**src/rtl/sregp_pkg.sv**
```systemverilog
package sregp_pkg;
   localparam int ADDR_W = 8;
   localparam int BYTE_W = 8;

   typedef enum logic [2:0] {
      SRC_NONE,
      SRC_SAMPLE,
      SRC_FIFO,
      SRC_CNT_HI,
      SRC_CNT_LO
   } rd_src_e;
endpackage

```
**src/rtl/sregp_shadow.sv**
```systemverilog
module sregp_shadow #(
   parameter int N_WORDS = 7,
   parameter int WORD_W  = 16
) (
   input  logic                      clk,
   input  logic                      rst_n,
   input  logic                      refresh,
   input  logic [N_WORDS*WORD_W-1:0] live,
   output logic [N_WORDS*WORD_W-1:0] snap
);
   for (genvar w = 0; w < N_WORDS; w++) begin : g_word
      always_ff @(posedge clk) begin
         if (!rst_n)
            snap[w*WORD_W +: WORD_W] <= '0;
         else if (refresh)
            snap[w*WORD_W +: WORD_W] <= live[w*WORD_W +: WORD_W];
      end
   end
endmodule

```
**src/rtl/sregp_fifo.sv**
```systemverilog
module sregp_fifo #(
   parameter int DEPTH = 16,
   parameter int DW    = 8,
   localparam int PW   = $clog2(DEPTH),
   localparam int CW   = $clog2(DEPTH + 1)
) (
   input  logic          clk,
   input  logic          rst_n,
   input  logic          push,
   input  logic [DW-1:0] din,
   input  logic          pop,
   output logic [DW-1:0] head,
   output logic [CW-1:0] count
);
   if ((DEPTH & (DEPTH - 1)) != 0 || DEPTH < 2) begin : g_bad_depth
      $error("sregp_fifo: DEPTH must be a power of two, at least 2");
   end

   logic [DW-1:0] mem [DEPTH];
   logic [PW-1:0] wp, rp;
   logic          push_ok, pop_ok;

   assign push_ok = push && (count != CW'(DEPTH));
   assign pop_ok  = pop && (count != '0);
   assign head    = (count == '0) ? '0 : mem[rp];

   always_ff @(posedge clk) begin
      if (push_ok) mem[wp] <= din;
   end

   always_ff @(posedge clk) begin
      if (!rst_n) begin
         wp    <= '0;
         rp    <= '0;
         count <= '0;
      end else begin
         if (push_ok) wp <= wp + PW'(1);
         if (pop_ok)  rp <= rp + PW'(1);
         count <= count + CW'(push_ok) - CW'(pop_ok);
      end
   end
endmodule

```
**src/rtl/sregp_ptr.sv**
```systemverilog
module sregp_ptr
   import sregp_pkg::*;
#(
   parameter logic [ADDR_W-1:0] SAMPLE_BASE = 8'h3B,
   parameter int                NBYTES      = 14,
   parameter logic [ADDR_W-1:0] FIFO_ADDR   = 8'h74,
   parameter logic [ADDR_W-1:0] CNT_HI_ADDR = 8'h72
) (
   input  logic              clk,
   input  logic              rst_n,
   input  logic              ev_start,
   input  logic              ev_wbyte,
   input  logic [ADDR_W-1:0] wr_byte,
   input  logic              ev_rd,
   output logic [ADDR_W-1:0] ptr,
   output rd_src_e           src,
   output logic              pop
);
   localparam logic [ADDR_W-1:0] LAST = SAMPLE_BASE + ADDR_W'(NBYTES - 1);

   logic want_ptr;

   always_comb begin
      if (ptr >= SAMPLE_BASE && ptr <= LAST) src = SRC_SAMPLE;
      else if (ptr == FIFO_ADDR)             src = SRC_FIFO;
      else if (ptr == CNT_HI_ADDR)           src = SRC_CNT_HI;
      else if (ptr == CNT_HI_ADDR + 8'd1)    src = SRC_CNT_LO;
      else                                   src = SRC_NONE;
   end

   assign pop = ev_rd && (src == SRC_FIFO);

   always_ff @(posedge clk) begin
      if (!rst_n) begin
         ptr      <= '0;
         want_ptr <= 1'b0;
      end else begin
         if (ev_start)               want_ptr <= 1'b1;
         else if (ev_wbyte || ev_rd) want_ptr <= 1'b0;

         if (ev_wbyte && want_ptr)
            ptr <= wr_byte;
         else if (ev_rd && src == SRC_SAMPLE && ptr != LAST)
            ptr <= ptr + 8'd1;
      end
   end
endmodule

```
**src/rtl/sensor_regport.sv**
```systemverilog
module sensor_regport
   import sregp_pkg::*;
#(
   parameter int                N_WORDS        = 7,
   parameter int                WORD_W         = 16,
   parameter logic [ADDR_W-1:0] SAMPLE_BASE    = 8'h3B,
   parameter logic [ADDR_W-1:0] FIFO_DATA_ADDR = 8'h74,
   parameter logic [ADDR_W-1:0] CNT_HI_ADDR    = 8'h72,
   parameter int                FIFO_DEPTH     = 16,
   localparam int               NBYTES         = N_WORDS * WORD_W / BYTE_W,
   localparam int               CW             = $clog2(FIFO_DEPTH + 1)
) (
   input  logic                      clk,
   input  logic                      rst_n,
   input  logic                      ev_start,
   input  logic                      ev_wbyte,
   input  logic [7:0]                wr_byte,
   input  logic                      ev_rd,
   input  logic                      ev_idle,
   input  logic [N_WORDS*WORD_W-1:0] live_words,
   input  logic                      fifo_push,
   input  logic [7:0]                fifo_din,
   output logic [7:0]                rd_byte,
   output logic                      rd_valid
);
   if (WORD_W != 16) begin : g_bad_word
      $error("sensor_regport: WORD_W must be 16");
   end
   if (int'(SAMPLE_BASE) + NBYTES > 256) begin : g_bad_base
      $error("sensor_regport: sample block exceeds address space");
   end

   logic [N_WORDS*WORD_W-1:0] snap;
   logic [ADDR_W-1:0]         ptr_q;
   rd_src_e                   src;
   logic                      pop;
   logic [7:0]                fifo_head;
   logic [CW-1:0]             fifo_cnt;
   logic [15:0]               cnt16;
   logic [ADDR_W-1:0]         offs;
   logic [7:0]                sample_byte;
   logic [7:0]                sel_byte;

   sregp_shadow #(.N_WORDS(N_WORDS), .WORD_W(WORD_W)) u_shadow (
      .clk(clk), .rst_n(rst_n), .refresh(ev_idle), .live(live_words), .snap(snap)
   );

   sregp_ptr #(
      .SAMPLE_BASE(SAMPLE_BASE), .NBYTES(NBYTES),
      .FIFO_ADDR(FIFO_DATA_ADDR), .CNT_HI_ADDR(CNT_HI_ADDR)
   ) u_ptr (
      .clk(clk), .rst_n(rst_n), .ev_start(ev_start), .ev_wbyte(ev_wbyte),
      .wr_byte(wr_byte), .ev_rd(ev_rd), .ptr(ptr_q), .src(src), .pop(pop)
   );

   sregp_fifo #(.DEPTH(FIFO_DEPTH), .DW(8)) u_fifo (
      .clk(clk), .rst_n(rst_n), .push(fifo_push), .din(fifo_din),
      .pop(pop), .head(fifo_head), .count(fifo_cnt)
   );

   assign offs  = ptr_q - SAMPLE_BASE;
   assign cnt16 = 16'(fifo_cnt);

   always_comb begin
      sample_byte = '0;
      for (int i = 0; i < NBYTES; i++) begin
         if (offs == ADDR_W'(i))
            sample_byte = snap[(i / 2) * WORD_W + ((i % 2) != 0 ? 0 : 8) +: 8];
      end
   end

   always_comb begin
      case (src)
         SRC_SAMPLE: sel_byte = sample_byte;
         SRC_FIFO:   sel_byte = fifo_head;
         SRC_CNT_HI: sel_byte = cnt16[15:8];
         SRC_CNT_LO: sel_byte = cnt16[7:0];
         default:    sel_byte = '0;
      endcase
   end

   always_ff @(posedge clk) begin
      if (!rst_n) begin
         rd_byte  <= '0;
         rd_valid <= 1'b0;
      end else begin
         rd_valid <= ev_rd;
         if (ev_rd) rd_byte <= sel_byte;
      end
   end
endmodule

```
**config.mk**
```make
export PLATFORM = sky130hd
export DESIGN_NAME = sensor_regport
export DESIGN_NICKNAME = d
export VERILOG_FILES = /design/src/rtl/sregp_pkg.sv /design/src/rtl/sregp_shadow.sv /design/src/rtl/sregp_fifo.sv /design/src/rtl/sregp_ptr.sv /design/src/rtl/sensor_regport.sv
export SDC_FILE = /design/constraint.sdc
export NUM_CORES = 1
export LEC_CHECK = 0
export ABC_AREA = 1
export BUFFER_PORTS_ARGS = -buffer_cell sky130_fd_sc_hd__clkbuf_2
export CAP_MARGIN = 20
export CORE_MARGIN = 3
export CORE_UTILIZATION = 45
export CTS_BUF_LIST = sky130_fd_sc_hd__clkbuf_16
export CTS_CLUSTER_DIAMETER = 40
export DETAILED_ROUTE_END_ITERATION = 8
export GPL_TIMING_DRIVEN = 1
export PLACE_DENSITY = 0.66
export SYNTH_ARGS = -nofsm -noshare
export SYNTH_HDL_FRONTEND = slang
export SYNTH_HIERARCHICAL = 1
export SYNTH_SLANG_ARGS = --single-unit
export TNS_END_PERCENT = 5
```
**constraint.sdc**
```tcl
create_clock -name clk -period 2.5 [get_ports clk]
set_input_delay 0.375 -clock clk [delete_from_list [all_inputs] [get_ports clk]]
set_output_delay 0.375 -clock clk [all_outputs]
set_load 0.1 [all_outputs]
```
**Word level (Yosys, flattened, before mapping)**

Memories as Yosys holds them, arrays and structs flattened. A register that Yosys moved wholly into a read port is not among the register bits.
Index checks and enable logic that the tools add are counted.

- Add/sub/neg operators: 6
- Order comparisons: 2
- Eq/ne operators: 21
- Muxes and demuxes: 28
- Reductions and logical operators: 13

Operator list:

| operator | count |
|---|---|
| 8-bit 2-to-1 mux | 17 |
| 8-bit by 4-bit equality test with 1-bit output (second input constant) | 6 |
| 8-bit by 3-bit equality test with 1-bit output (second input constant) | 4 |
| 8-bit by 7-bit equality test with 1-bit output (second input constant) | 3 |
| 8-bit one-hot mux with 3 select lines | 1 |
| 8-bit by 2-bit equality test with 1-bit output (second input constant) | 2 |
| 3-bit 2-to-1 mux | 4 |
| 4-bit by 1-bit adder with 4-bit output (second input constant) | 2 |
| 8-bit by 1-bit adder with 8-bit output (second input constant) | 1 |
| 8-bit by 1-bit equality test with 1-bit output (second input constant) | 1 |
| 8-bit by 6-bit greater-or-equal comparator with 1-bit output (second input constant) | 1 |
| 8-bit by 7-bit <= comparator with 1-bit output (second input constant) | 1 |
| 8-bit zero test | 1 |
| 4-bit 2-to-1 mux | 2 |
| 8-bit by 7-bit inequality test with 1-bit output (second input constant) | 1 |
| 8-bit by 6-bit subtractor with 8-bit output (second input constant) | 1 |
| 1-bit logical AND | 7 |
| 5-bit by 1-bit adder with 5-bit output | 1 |
| 5-bit zero test | 1 |
| 5-bit inequality test (second input constant) | 1 |
| 5-bit nonzero test | 1 |
| 5-bit by 1-bit subtractor with 5-bit output | 1 |
| 1-bit 2-to-1 mux | 4 |
| 2-bit nonzero test | 2 |
| other kinds (4) | 4 |

- Bits in registers: 143
- Memory bits (writable): 128
- Word-level logic and storage cells: 85
- Memories kept: 1

Memory list:

| name | depth | width | read ports | clocked after memory_dff | wr ports | line | RTL |
|---|---|---|---|---|---|---|---|
| u_fifo.mem | 16 | 8 | 1 | 1 | 1 | sregp_fifo.sv:19 | `logic [DW-1:0] mem [DEPTH];` |

**Logic depth before layout (Yosys ltp)**

Gate-level depths: netlist of run 1.

- Depth after elaboration: 17
- Mapped depth: 20
- Mapped depth without buffers: 19

**By module**

Netlist of run 1, hierarchy kept.

By module, submodules not included:

| module | times used | cells each | area each (um2) | sequential area each (um2) |
|---|---|---|---|---|
| sregp_fifo | 1 | 541 | 6045.8 | 4184.0 |
| sregp_shadow | 1 | 709 | 4595.7 | 2242.2 |
| sensor_regport | 1 | 357 | 1856.8 | 180.2 |
| sregp_ptr | 1 | 127 | 774.5 | 180.2 |

**Worst setup path before layout of run 1**

OpenSTA, ideal clock, no wires.

- Path type: register to register
- From: register u_ptr.ptr[4]
- To: register u_fifo.count[4]
- Library setup time: 70 ps
- Arrival time: 2335 ps
- Setup slack: 96 ps
- Cell stages (with the launch flop): 15
- Buffers on the path: 0
- Period minus slack after synthesis: 2404 ps
- Path through: dfxtp_1 -> nand2_1 -> nor2_1 -> nand4_1 -> nor2_1 -> nand2_1 -> nor2_1 -> inv_1 -> nand2_1 -> ha_1 -> inv_1 -> fa_1 -> o31ai_1 -> o21ai_0 -> a21oi_1

- Longest elaborated chain between the ends: 9

RTL lines:

| element | line | RTL |
|---|---|---|
| from (decl) | sregp_ptr.sv:15 | `output logic [ADDR_W-1:0] ptr,` |
| from (signal assigned) | sregp_ptr.sv:42 | `ptr <= wr_byte;` |
| from (signal assigned) | sregp_ptr.sv:44 | `ptr <= ptr + 8'd1;` |
| 8-bit by 7-bit equality test with 1-bit output | sregp_ptr.sv:27 | `else if (ptr == CNT_HI_ADDR + 8'd1) src = SRC_CNT_LO;` |
| 3-bit 2-to-1 mux | sregp_ptr.sv:27 |  |
| 3-bit 2-to-1 mux | sregp_ptr.sv:26 | `else if (ptr == CNT_HI_ADDR) src = SRC_CNT_HI;` |
| 3-bit 2-to-1 mux | sregp_ptr.sv:25 | `else if (ptr == FIFO_ADDR) src = SRC_FIFO;` |
| 3-bit 2-to-1 mux * | sregp_ptr.sv:24 | `if (ptr >= SAMPLE_BASE && ptr <= LAST) src = SRC_SAMPLE;` |
| 3-bit by 2-bit equality test with 1-bit output * | sregp_ptr.sv:31 | `assign pop = ev_rd && (src == SRC_FIFO);` |
| 1-bit logical AND * | sregp_ptr.sv:31 |  |
| net pop | sensor_regport.sv:36 | `logic pop;` |
| 1-bit logical AND * | sregp_fifo.sv:24 | `assign pop_ok = pop && (count != '0);` |
| 5-bit by 1-bit subtractor with 5-bit output * | sregp_fifo.sv:39 | `count <= count + CW'(push_ok) - CW'(pop_ok);` |
| to (signal assigned) | sregp_fifo.sv:39 |  |
| to (decl) | sregp_fifo.sv:13 | `output logic [CW-1:0] count` |

The timed path passes the listed nets; every way through them passes the cells marked *.
A chain may end at the register's enable or synchronous reset.

**Worst setup path after layout of run 1**

- From: register u_ptr.ptr[4]
- To: register rd_byte[6]

- Longest elaborated chain between the ends: 17

RTL lines:

| element | line | RTL |
|---|---|---|
| 8-bit by 6-bit subtractor with 8-bit output | sensor_regport.sv:61 | `assign offs = ptr_q - SAMPLE_BASE;` |
| 8-bit zero test | sensor_regport.sv:67 | `if (offs == ADDR_W'(i))` |
| 8-bit 2-to-1 mux (14 in a row) | sensor_regport.sv:67 |  |
| 8-bit one-hot mux with 3 select lines * | sensor_regport.sv:73 | `case (src)` |
| to (signal assigned) | sensor_regport.sv:88 | `if (ev_rd) rd_byte <= sel_byte;` |
| to (decl) | sensor_regport.sv:23 | `output logic [7:0] rd_byte,` |

Mark *: on every way between the ends. The rest lies on a longest branch, timed or not.

==> results_dict.tcl, run 1 <==
set metrics [dict create \
    status "completed" \
    clk_pin_slew_ns 0.05 \
    cts_hold_buf 0 \
    syn_inst 1734 \
    grt_pass1_wl_um 52200 \
    placed_cells 2248 \
    portBuffers 143 \
    worstSetupEndpointType "flop" \
    min_period_ns 2.35 \
    hold_class "in2reg" \
    power_w 0.0117 \
    p_per_area_mw_per_mm2 742 \
    netlist_area_mm2 0.0133 \
    wl_met1_um 15100 \
    relSlewSlack_pct 63.4 \
    maxSlewViolCount 0 \
    h-tree-depth 2 \
    setup-violations-final 0 \
    ir_worst_vdd_mv 0.448 \
    postSynth.asyncResetShare_pct 0 \
    top_layer "met4" \
    fmax_mhz 426 \
    antenna_found_initial 0 \
    wl_met3_um 1720 \
    clock_sinks 275 \
    ioPinCount 144 \
    worst_slew_pin_slew_ns 0.551 \
    ant_nets 0 \
    p_leak_nw 7.47 \
    synthTopCellsByArea "edfxtp_1, dfxtp_1, nand2_1" \
    grt_max_degree 67 \
    numCtsBuffers 38 \
    stdcell_count 2321 \
    initial_core_util_pct 46.0 \
    die_area_mm2 0.0316 \
    arrival_ns 2.79 \
    gr-total-overflow 0 \
    post_drt_via_cell_ratio 4.86 \
    hold_slack_ns 0.0740 \
    cts_tree "built" \
    root_buffer "clkbuf_16" \
    dieHeight_um 178 \
    yosysMostFrequentCell "nand2_1" \
    dieWidth_um 178 \
    maxCapViolations 0 \
    wl_met2_um 15200 \
    synth-edff-count 128 \
    route.detailed.drc 0 \
    gp_congestion 0.908 \
    drt_iter0_drc 746 \
    synth_cell_types 44 \
    crit_path_start "u_ptr/ptr[4]" \
    wire_per_inst_um 14.1 \
    worstPathMaxFanout 7 \
    rows 62 \
    final-hold-violation-count 0 \
    r2r_start "u_ptr/ptr[4]" \
    synth_ff_type "dfxtp_1" \
    drive_gt1_share_pct 16.3 \
    ys_warn_count 6 \
    layout.nets 2057 \
    dp.final_hpwl_um 23500 \
    period_share_pct 94.0 \
    crit_type "reg2reg" \
    yosys.area.top_type "edfxtp_1" \
    rsz0062_at_grt "true" \
    grt.total_usage_pct 20.5 \
    synth_top_area_share_pct 29.0 \
    required_ns 2.94 \
    fin_skew_ns 0.0155 \
    coreArea_mm2 0.0289 \
    yosysSeqAreaShare_pct 51.1 \
    worstHoldStart "ev_start" \
    syn-num-nets 1883 \
    wl_um 32800 \
    antenna_cells 0 \
    ys_seq_elements 275 \
    dr_total_vias 11300 \
    clk_path_buf_depth 3 \
    clk_latency_ns 0.52 \
    start_kind "flop" \
    syn_area_per_cell_um2 7.65 \
    dr.pass1.iters 5 \
    grt_pass1_vias 10700 \
    synth_commonest_cells "nand2_1, nor2_1, inv_1" \
    syn_to_final_growth_pct 18.6 \
]
## cell usage in the layout (no fill, tap or decap), drive strengths merged, types with 15 or more instances in the layout
| master | n |
|---|---|
| nand4 | 39 |
| edfxtp | 128 |
| clkbuf | 180 |
| nand3 | 146 |
| inv | 225 |
| nand2 | 578 |
| o21ai | 23 |
| or2 | 15 |
| a21oi | 48 |
| buf | 66 |
| dfxtp | 147 |
| nor2 | 293 |
## layout make-up
type | count | area, um2
Clock buffer | 38 | 951
Clock inverter | 31 | 229
Fill cell | 2753 | 13100
Inverter | 210 | 788
Multi-Input combinational cell | 1175 | 5240
Sequential cell | 275 | 6790
Tap cell | 384 | 480
Timing Repair Buffer | 208 | 1260
## through the flow
stage               utilization, %  TNS, ns  area, um2  worst slack, ns
floorplan                        -        0      13300           0.0958
global placement              50.1        0      14500           0.0834
detailed placement            50.1        0      14500           0.0398
CTS                           54.2        0      15600           0.0229
global route                  54.5  -0.0147      15700          -0.0147
finish                        54.5        0      15700            0.150
## what timing repair did
| item | 4_1_cts | 5_1_grt |
|---|---|---|
| endpoints found under the setup margin | 0 | 9 |
| setup buffers | 0 | 4 |
| resized for setup | 0 | 20 |
## worst max-delay path, stage by stage, from the launching register on
cell	delay, ns
dfxtp_1	0.31
buf_4	0.15
nor2_1	0.13
nand2_2	0.12
nand2_1	0.11
nand2_2	0.09
nor2_8	0.21
nand3_4	0.13
nor2_4	0.21
buf_4	0.15
nand2_1	0.04
nand4_1	0.10
nand2_1	0.05
nand4_1	0.11
nand2_1	0.07
nand2_1	0.06
nand2_1	0.05
nand2_1	0.05
nand2_1	0.05
a21oi_1	0.11
## cell families after synthesis
| kind of cell | count (synthesis) | share of synthesized area (%) |
|---|---|---|
| buffers and inverters | 284 | 9.88 |
| DFF | 275 | 51.1 |
| and+or+nand+nor | 1080 | 34.2 |
| xor gates and xnor gates | 4 | 0.264 |
| AOI/OAI and AO/OA | 77 | 3.14 |
| adders and majority gates | 14 | 1.38 |
## layer usage
metal	vias to the layer above	GRT usage (%)
met4	0	6.15
met5	-	0
met3	59	3.34
met1	5145	28.1
li1	5785	-
met2	291	33.6
## state kept, by name, summed over array words and instances (netlist names), named ones only
signal / flops
u_fifo/wp: 4
u_ptr/ptr: 8
u_fifo/mem: 128
u_shadow/snap: 112
rd_byte: 8
u_fifo/rp: 4
rd_valid: 1
u_ptr/want_ptr: 1
u_fifo/count: 5
## worst paths after layout
path / end / slack, ns / depth (start not counted)
setup / recovery: rd_byte[6] / 0.15 / 19
hold / removal: u_ptr/want_ptr / 0.07 / 2
setup reg to reg: rd_byte[6] / 0.15 / 19
hold reg to reg: u_shadow/snap[89] / 0.47 / 2
## power by group
group          internal [W]  switching [W]
Clock               0.00293        0.00202
Sequential          0.00496       0.000151
Combinational      0.000574        0.00104
Total               0.00846        0.00321
(Power assumes the default switching activity.)
==> run 2, diff against run 1 <==
- BUFFER_PORTS_ARGS: -buffer_cell sky130_fd_sc_hd__clkbuf_2 -> not set
- DONT_BUFFER_PORTS: not set -> 1
- PLACE_DENSITY: 0.66 -> not set
==> run 2 against run 1 <==
Compared with the run above: worst setup slack better by 0.060 ns; die area stayed put; flip-flop and latch count stayed put; global-route usage is 1.4 points higher; worst hold slack worse by 0.047 ns; first-iteration DRC count is 20% higher; final cell count is 4.9% lower; design area is 1.3% lower; clock power is 15% higher; critical path type unchanged; highest routed layer unchanged.
==> results_dict.tcl, run 2 (synthesis gave the netlist of run 1 again) <==
set metrics [dict create \
    ant_nets 0 \
    layout.nets 1941 \
    cpMostUsedCell "nand2_1" \
    dr.pass1.iters 5 \
    grt_pass1_wl_um 55000 \
    die_area_mm2 0.0316 \
    clk_pin_slew_ns 0.05 \
    p_leak_nw 7.10 \
    largest_reg_flops 128 \
    worst_slack_ns 0.210 \
    cp_slowest_cell "dfxtp_4" \
    tns_ns 0 \
    final_common_cell "nand2_1" \
    dieWidth_um 178 \
    status "completed" \
    antenna_found_initial 0 \
    wl_met1_um 15400 \
    wire_per_inst_um 15.7 \
    worstPathMaxFanout 8 \
    top_regs "u_fifo/mem: 128 flops, u_shadow/snap: 112 flops" \
    setup-violations-final 0 \
    fin_skew_ns 0.0124 \
    clock_sinks 275 \
    ir_worst_vdd_mv 0.417 \
    clk_path_buf_depth 3 \
    initial_core_util_pct 46.0 \
    root_buffer "clkbuf_16" \
    start_kind "flop" \
    stdcell_count 2207 \
    route.detailed.drc 0 \
    worstSetupEndpointType "flop" \
    gp_congestion 0.842 \
    power_w 0.0123 \
    arrival_ns 2.74 \
    grt.total_usage_pct 22.0 \
    drive_gt1_share_pct 11.3 \
    numCtsBuffers 39 \
    maxSlewViolCount 0 \
    crit_type "reg2reg" \
    min_period_ns 2.29 \
    fill_cells 2764 \
    top_register "u_fifo/mem" \
    rows 62 \
    grt_pass1_vias 10600 \
    portBuffers 0 \
    gr-total-overflow 0 \
    crit_chain "buf_6, nand2_8, nand2_4, nand2_4, nand2_4, nand2_4, nor2_8, buf_8, nand3_4, nor2_4, nand2_1, nand4_1, nand2_1, nand4_1, nand2_1, nand2_1, nand2_1, nand2_1, nand2_1, a21oi_1" \
    p_per_area_mw_per_mm2 791 \
    drt_iter0_drc 896 \
    grt_max_degree 176 \
    dr_total_vias 10900 \
    placed_cells 2113 \
    top_layer "met4" \
    ioPinCount 144 \
    clk_latency_ns 0.52 \
    antenna_cells 0 \
    coreArea_mm2 0.0289 \
    cp.buffers_inverters 2 \
    cts_tree "built" \
    final_cell_mix "nand2_1, nor2_1, inv_1, dfxtp_1, nand3_1" \
    wl_um 34600 \
    maxCapViolations 0 \
    crit_path_max_incr_delay_ns 0.37 \
    final-hold-violation-count 0 \
    required_ns 2.95 \
    post_drt_via_cell_ratio 4.94 \
    path_delay_family "simple AND/OR/NAND/NOR gates" \
    wl_met2_um 16600 \
    dieHeight_um 178 \
    hold_class "in2reg" \
    period_share_pct 91.6 \
    h-tree-depth 2 \
    syn_to_final_growth_pct 17.1 \
    wl_met3_um 1330 \
    dp.final_hpwl_um 22800 \
    dp_slack_ns 0.0226 \
    fmax_mhz 437 \
    worst_slew_pin_slew_ns 0.939 \
    relSlewSlack_pct 37.3 \
]
run 2: changes by cell type in the layout (fill, tap and decap cells not counted), sizes merged:
cell	previous run	this run
buf	66	75
bufinv	1	6
clkbuf	180	40
clkinv	11	14
dlygate4sd3	0	16
inv	225	218
run 2: area by class of cell:
type                       count  area (um2)  share of cell area (%)
tap                          384         480                    3.09
sequential                   275        6800                    43.7
timing repair buffer          91         792                    5.10
clock inverter                32         369                    2.38
inverter                     210         788                    5.07
clock buffer                  40        1000                    6.44
multi-input combinational   1175        5310                    34.2
run 2: timing repair:
| item | CTS | global route |
|---|---|---|
| pin swaps | 0 | 26 |
| endpoints found under the setup margin | 1 | 10 |
| hold buffers | 18 | 0 |
| resized for setup | 1 | 46 |
| setup buffers | 0 | 4 |
| endpoints found under the hold margin | 206 | 0 |
run 2: per-stage QoR:
stage	area, um2	utilization, %	hold WS (ns)
5_1_grt	15500	53.8	0.00814
3_3_place_gp	13800	47.7	0.456
3_5_place_dp	13800	47.7	0.464
4_1_cts	15400	53.2	0.000175
2_1_floorplan	13300	-	0.441
6_report	15500	53.8	0.0274
run 2: worst paths after layout:
kind	from	to	slack [ns]	cells after the start
setup reg to reg	u_ptr/ptr[0]	rd_byte[5]	0.21	20
hold / removal	ev_idle	u_shadow/snap[67]	0.03	3
hold reg to reg	u_shadow/snap[90]	u_shadow/snap[90]	0.47	2
setup / recovery	u_ptr/ptr[0]	rd_byte[5]	0.21	20
run 2: metal layers:
metal | track usage (%) | vias up
li1 | - | 5559
met4 | 8.41 | 0
met2 | 37.1 | 240
met3 | 3.51 | 70
met5 | 0 | -
met1 | 28.4 | 5038
run 2: worst register-to-register path, delay by kind of cell (launching register included):
kind | cells | cell delay [ns]
and+or+nand+nor | 17 | 1.46
DFF | 1 | 0.37
buffers and inverters | 2 | 0.28
AOI/OAI and AO/OA | 1 | 0.12
run 2: report_power, final:
part	internal, W	switching [W]
clock	0.00358	0.00209
combinational	0.000546	0.000951
sequential	0.00496	0.000160
total	0.00909	0.00320
==> run 3, diff against run 2 <==
- MAX_ROUTING_LAYER: not set -> met4
==> run 3 against run 2 <==
Compared with the run above: final cell count is 0.45% lower; register-to-register slack lost 0.02 ns; global-route usage fell by 1.1 points; highest routed layer unchanged.
==> results_dict.tcl, run 3 (synthesis gave the netlist of run 1 again) <==
set metrics [dict create \
    antenna_cells 0 \
    fmax_mhz 432 \
    design_area_mm2 0.0153 \
    period_share_pct 92.5 \
    root_buffer "clkbuf_16" \
    crit_type "reg2reg" \
    worstPathMaxFanout 7 \
    cts_tree "built" \
    die_area_mm2 0.0316 \
    largest_reg_flops 128 \
    wire_per_inst_um 14.7 \
    relSlewSlack_pct 37.5 \
    gr-total-overflow 0 \
    p_leak_nw 6.97 \
    ioPinCount 144 \
    rsz0062_at_grt "true" \
    cp_slowest_cell "nor3_4" \
    maxCapViolations 0 \
    status "completed" \
    clk_path_buf_depth 3 \
    drive_gt1_share_pct 9.98 \
    grt.total_usage_pct 20.8 \
    clock_sinks 275 \
    cp.buffers_inverters 1 \
    tns_ns 0 \
    dr_total_vias 10700 \
    dpl-instance-area_mm2 0.0138 \
    dieHeight_um 178 \
    rows 62 \
    final_common_cell "nand2_1" \
    p_per_area_mw_per_mm2 771 \
    post_drt_via_cell_ratio 4.88 \
    clk_latency_ns 0.52 \
    initial_core_util_pct 46.0 \
    layout.nets 1933 \
    worst_slew_pin_slew_ns 0.936 \
    dr.pass1.iters 5 \
    final_cell_mix "nand2_1, nor2_1, inv_1, dfxtp_1, nand3_1" \
    grt_pass1_vias 10100 \
    power_w 0.0118 \
    start_kind "flop" \
    required_ns 2.94 \
    coreArea_mm2 0.0289 \
    portBuffers 0 \
    crit_chain "buf_4, nor2_1, nand2_2, a21oi_4, nand2_4, nor3_4, nand2_1, nand4_1, nand2_1, nand4_1, nand2_1, nand2_1, nand2_1, nand2_1, nand2_1, a21oi_1" \
    worstSetupEndpointType "flop" \
    gp_congestion 0.848 \
    drt_iter0_drc 669 \
    fill_cells 2808 \
    dp.final_hpwl_um 22200 \
    hold_slack_ns 0.0145 \
    ir_worst_vdd_mv 0.488 \
    fin_skew_ns 0.0136 \
    hold_class "in2reg" \
    wl_um 32300 \
    min_period_ns 2.31 \
    crit_path_max_incr_delay_ns 0.35 \
    route.detailed.drc 0 \
    grt_pass1_wl_um 51100 \
    syn_to_final_growth_pct 14.9 \
    cpMostUsedCell "nand2_1" \
    grt_max_degree 225 \
    dieWidth_um 178 \
    maxSlewViolCount 0 \
    h-tree-depth 2 \
    antenna_found_initial 0 \
    top_register "u_fifo/mem" \
    numCtsBuffers 38 \
    arrival_ns 2.75 \
    path_delay_family "simple AND/OR/NAND/NOR gates" \
    clk_pin_slew_ns 0.06 \
    setup-violations-final 0 \
    ant_nets 0 \
    final-hold-violation-count 0 \
    top_regs "u_fifo/mem: 128 flops, u_shadow/snap: 112 flops" \
]
run 3: worst reg2reg max path, stage by stage, from the launching register on:
cell and delay [ns]:
dfxtp_1 0.31, buf_4 0.15, nor2_1 0.13, nand2_2 0.10, a21oi_4 0.20, nand2_4 0.12, nor3_4 0.35, nand2_1 0.11
nand4_1 0.13, nand2_1 0.10, nand4_1 0.09, nand2_1 0.07, nand2_1 0.08, nand2_1 0.07, nand2_1 0.06, nand2_1 0.05
a21oi_1 0.12
run 3: routing by layer:
metal / vias to the layer above / track usage (%) / part of all wire [%]
met5: - / - / 0
met4: 0 / 6.25 / 3.0
met3: 62 / 2.80 / 3.9
met2: 244 / 34.5 / 48
met1: 4882 / 26.8 / 45
li1: 5540 / - / -
run 3: layout make-up:
| cell class | instances | area [um2] | share of cell area, % |
|---|---|---|---|
| clock buffers | 39 | 976 | 6.40 |
| repair buffers | 83 | 702 | 4.60 |
| multi-input cells | 1176 | 5230 | 34.3 |
| clock inverters | 30 | 280 | 1.84 |
| inverters | 210 | 788 | 5.17 |
| flip-flops and latches | 275 | 6790 | 44.5 |
| well taps | 384 | 480 | 3.15 |
run 3: path summary, 6_finish.rpt:
path | slack [ns] | to | from | cells past startpoint
worst max-delay path | 0.19 | rd_byte[5] | u_ptr/ptr[4] | 16
worst min-delay path | 0.01 | rd_byte[0] | ev_rd | 2
worst max register to register | 0.19 | rd_byte[5] | u_ptr/ptr[4] | 16
worst min register to register | 0.47 | rd_byte[3] | rd_byte[3] | 2
run 3: per-stage QoR:
stage               instances  worst slack [ns]  util (%)
floorplan                1734            0.0958         -
global placement         2114            0.0770      47.8
detailed placement       2114            0.0415      47.8
CTS                      2195            0.0301      52.6
global route             2197           -0.0156      52.8
finish                   2197             0.187      52.8
run 3: timing repair:
| item | CTS | global route |
|---|---|---|
| hold buffers | 12 | 0 |
| setup endpoints to repair | 0 | 9 |
| gates resized for setup | 0 | 16 |
| setup buffers | 0 | 1 |
| hold endpoints to repair | 135 | 0 |
run 3: where the power goes:
| group | internal, W | total [W] | switching, W |
|---|---|---|---|
| sequential | 0.00496 | 0.00510 | 0.000145 |
| clock | 0.00320 | 0.00527 | 0.00206 |
| combinational | 0.000497 | 0.00139 | 0.000895 |
| total | 0.00866 | 0.0118 | 0.00310 |
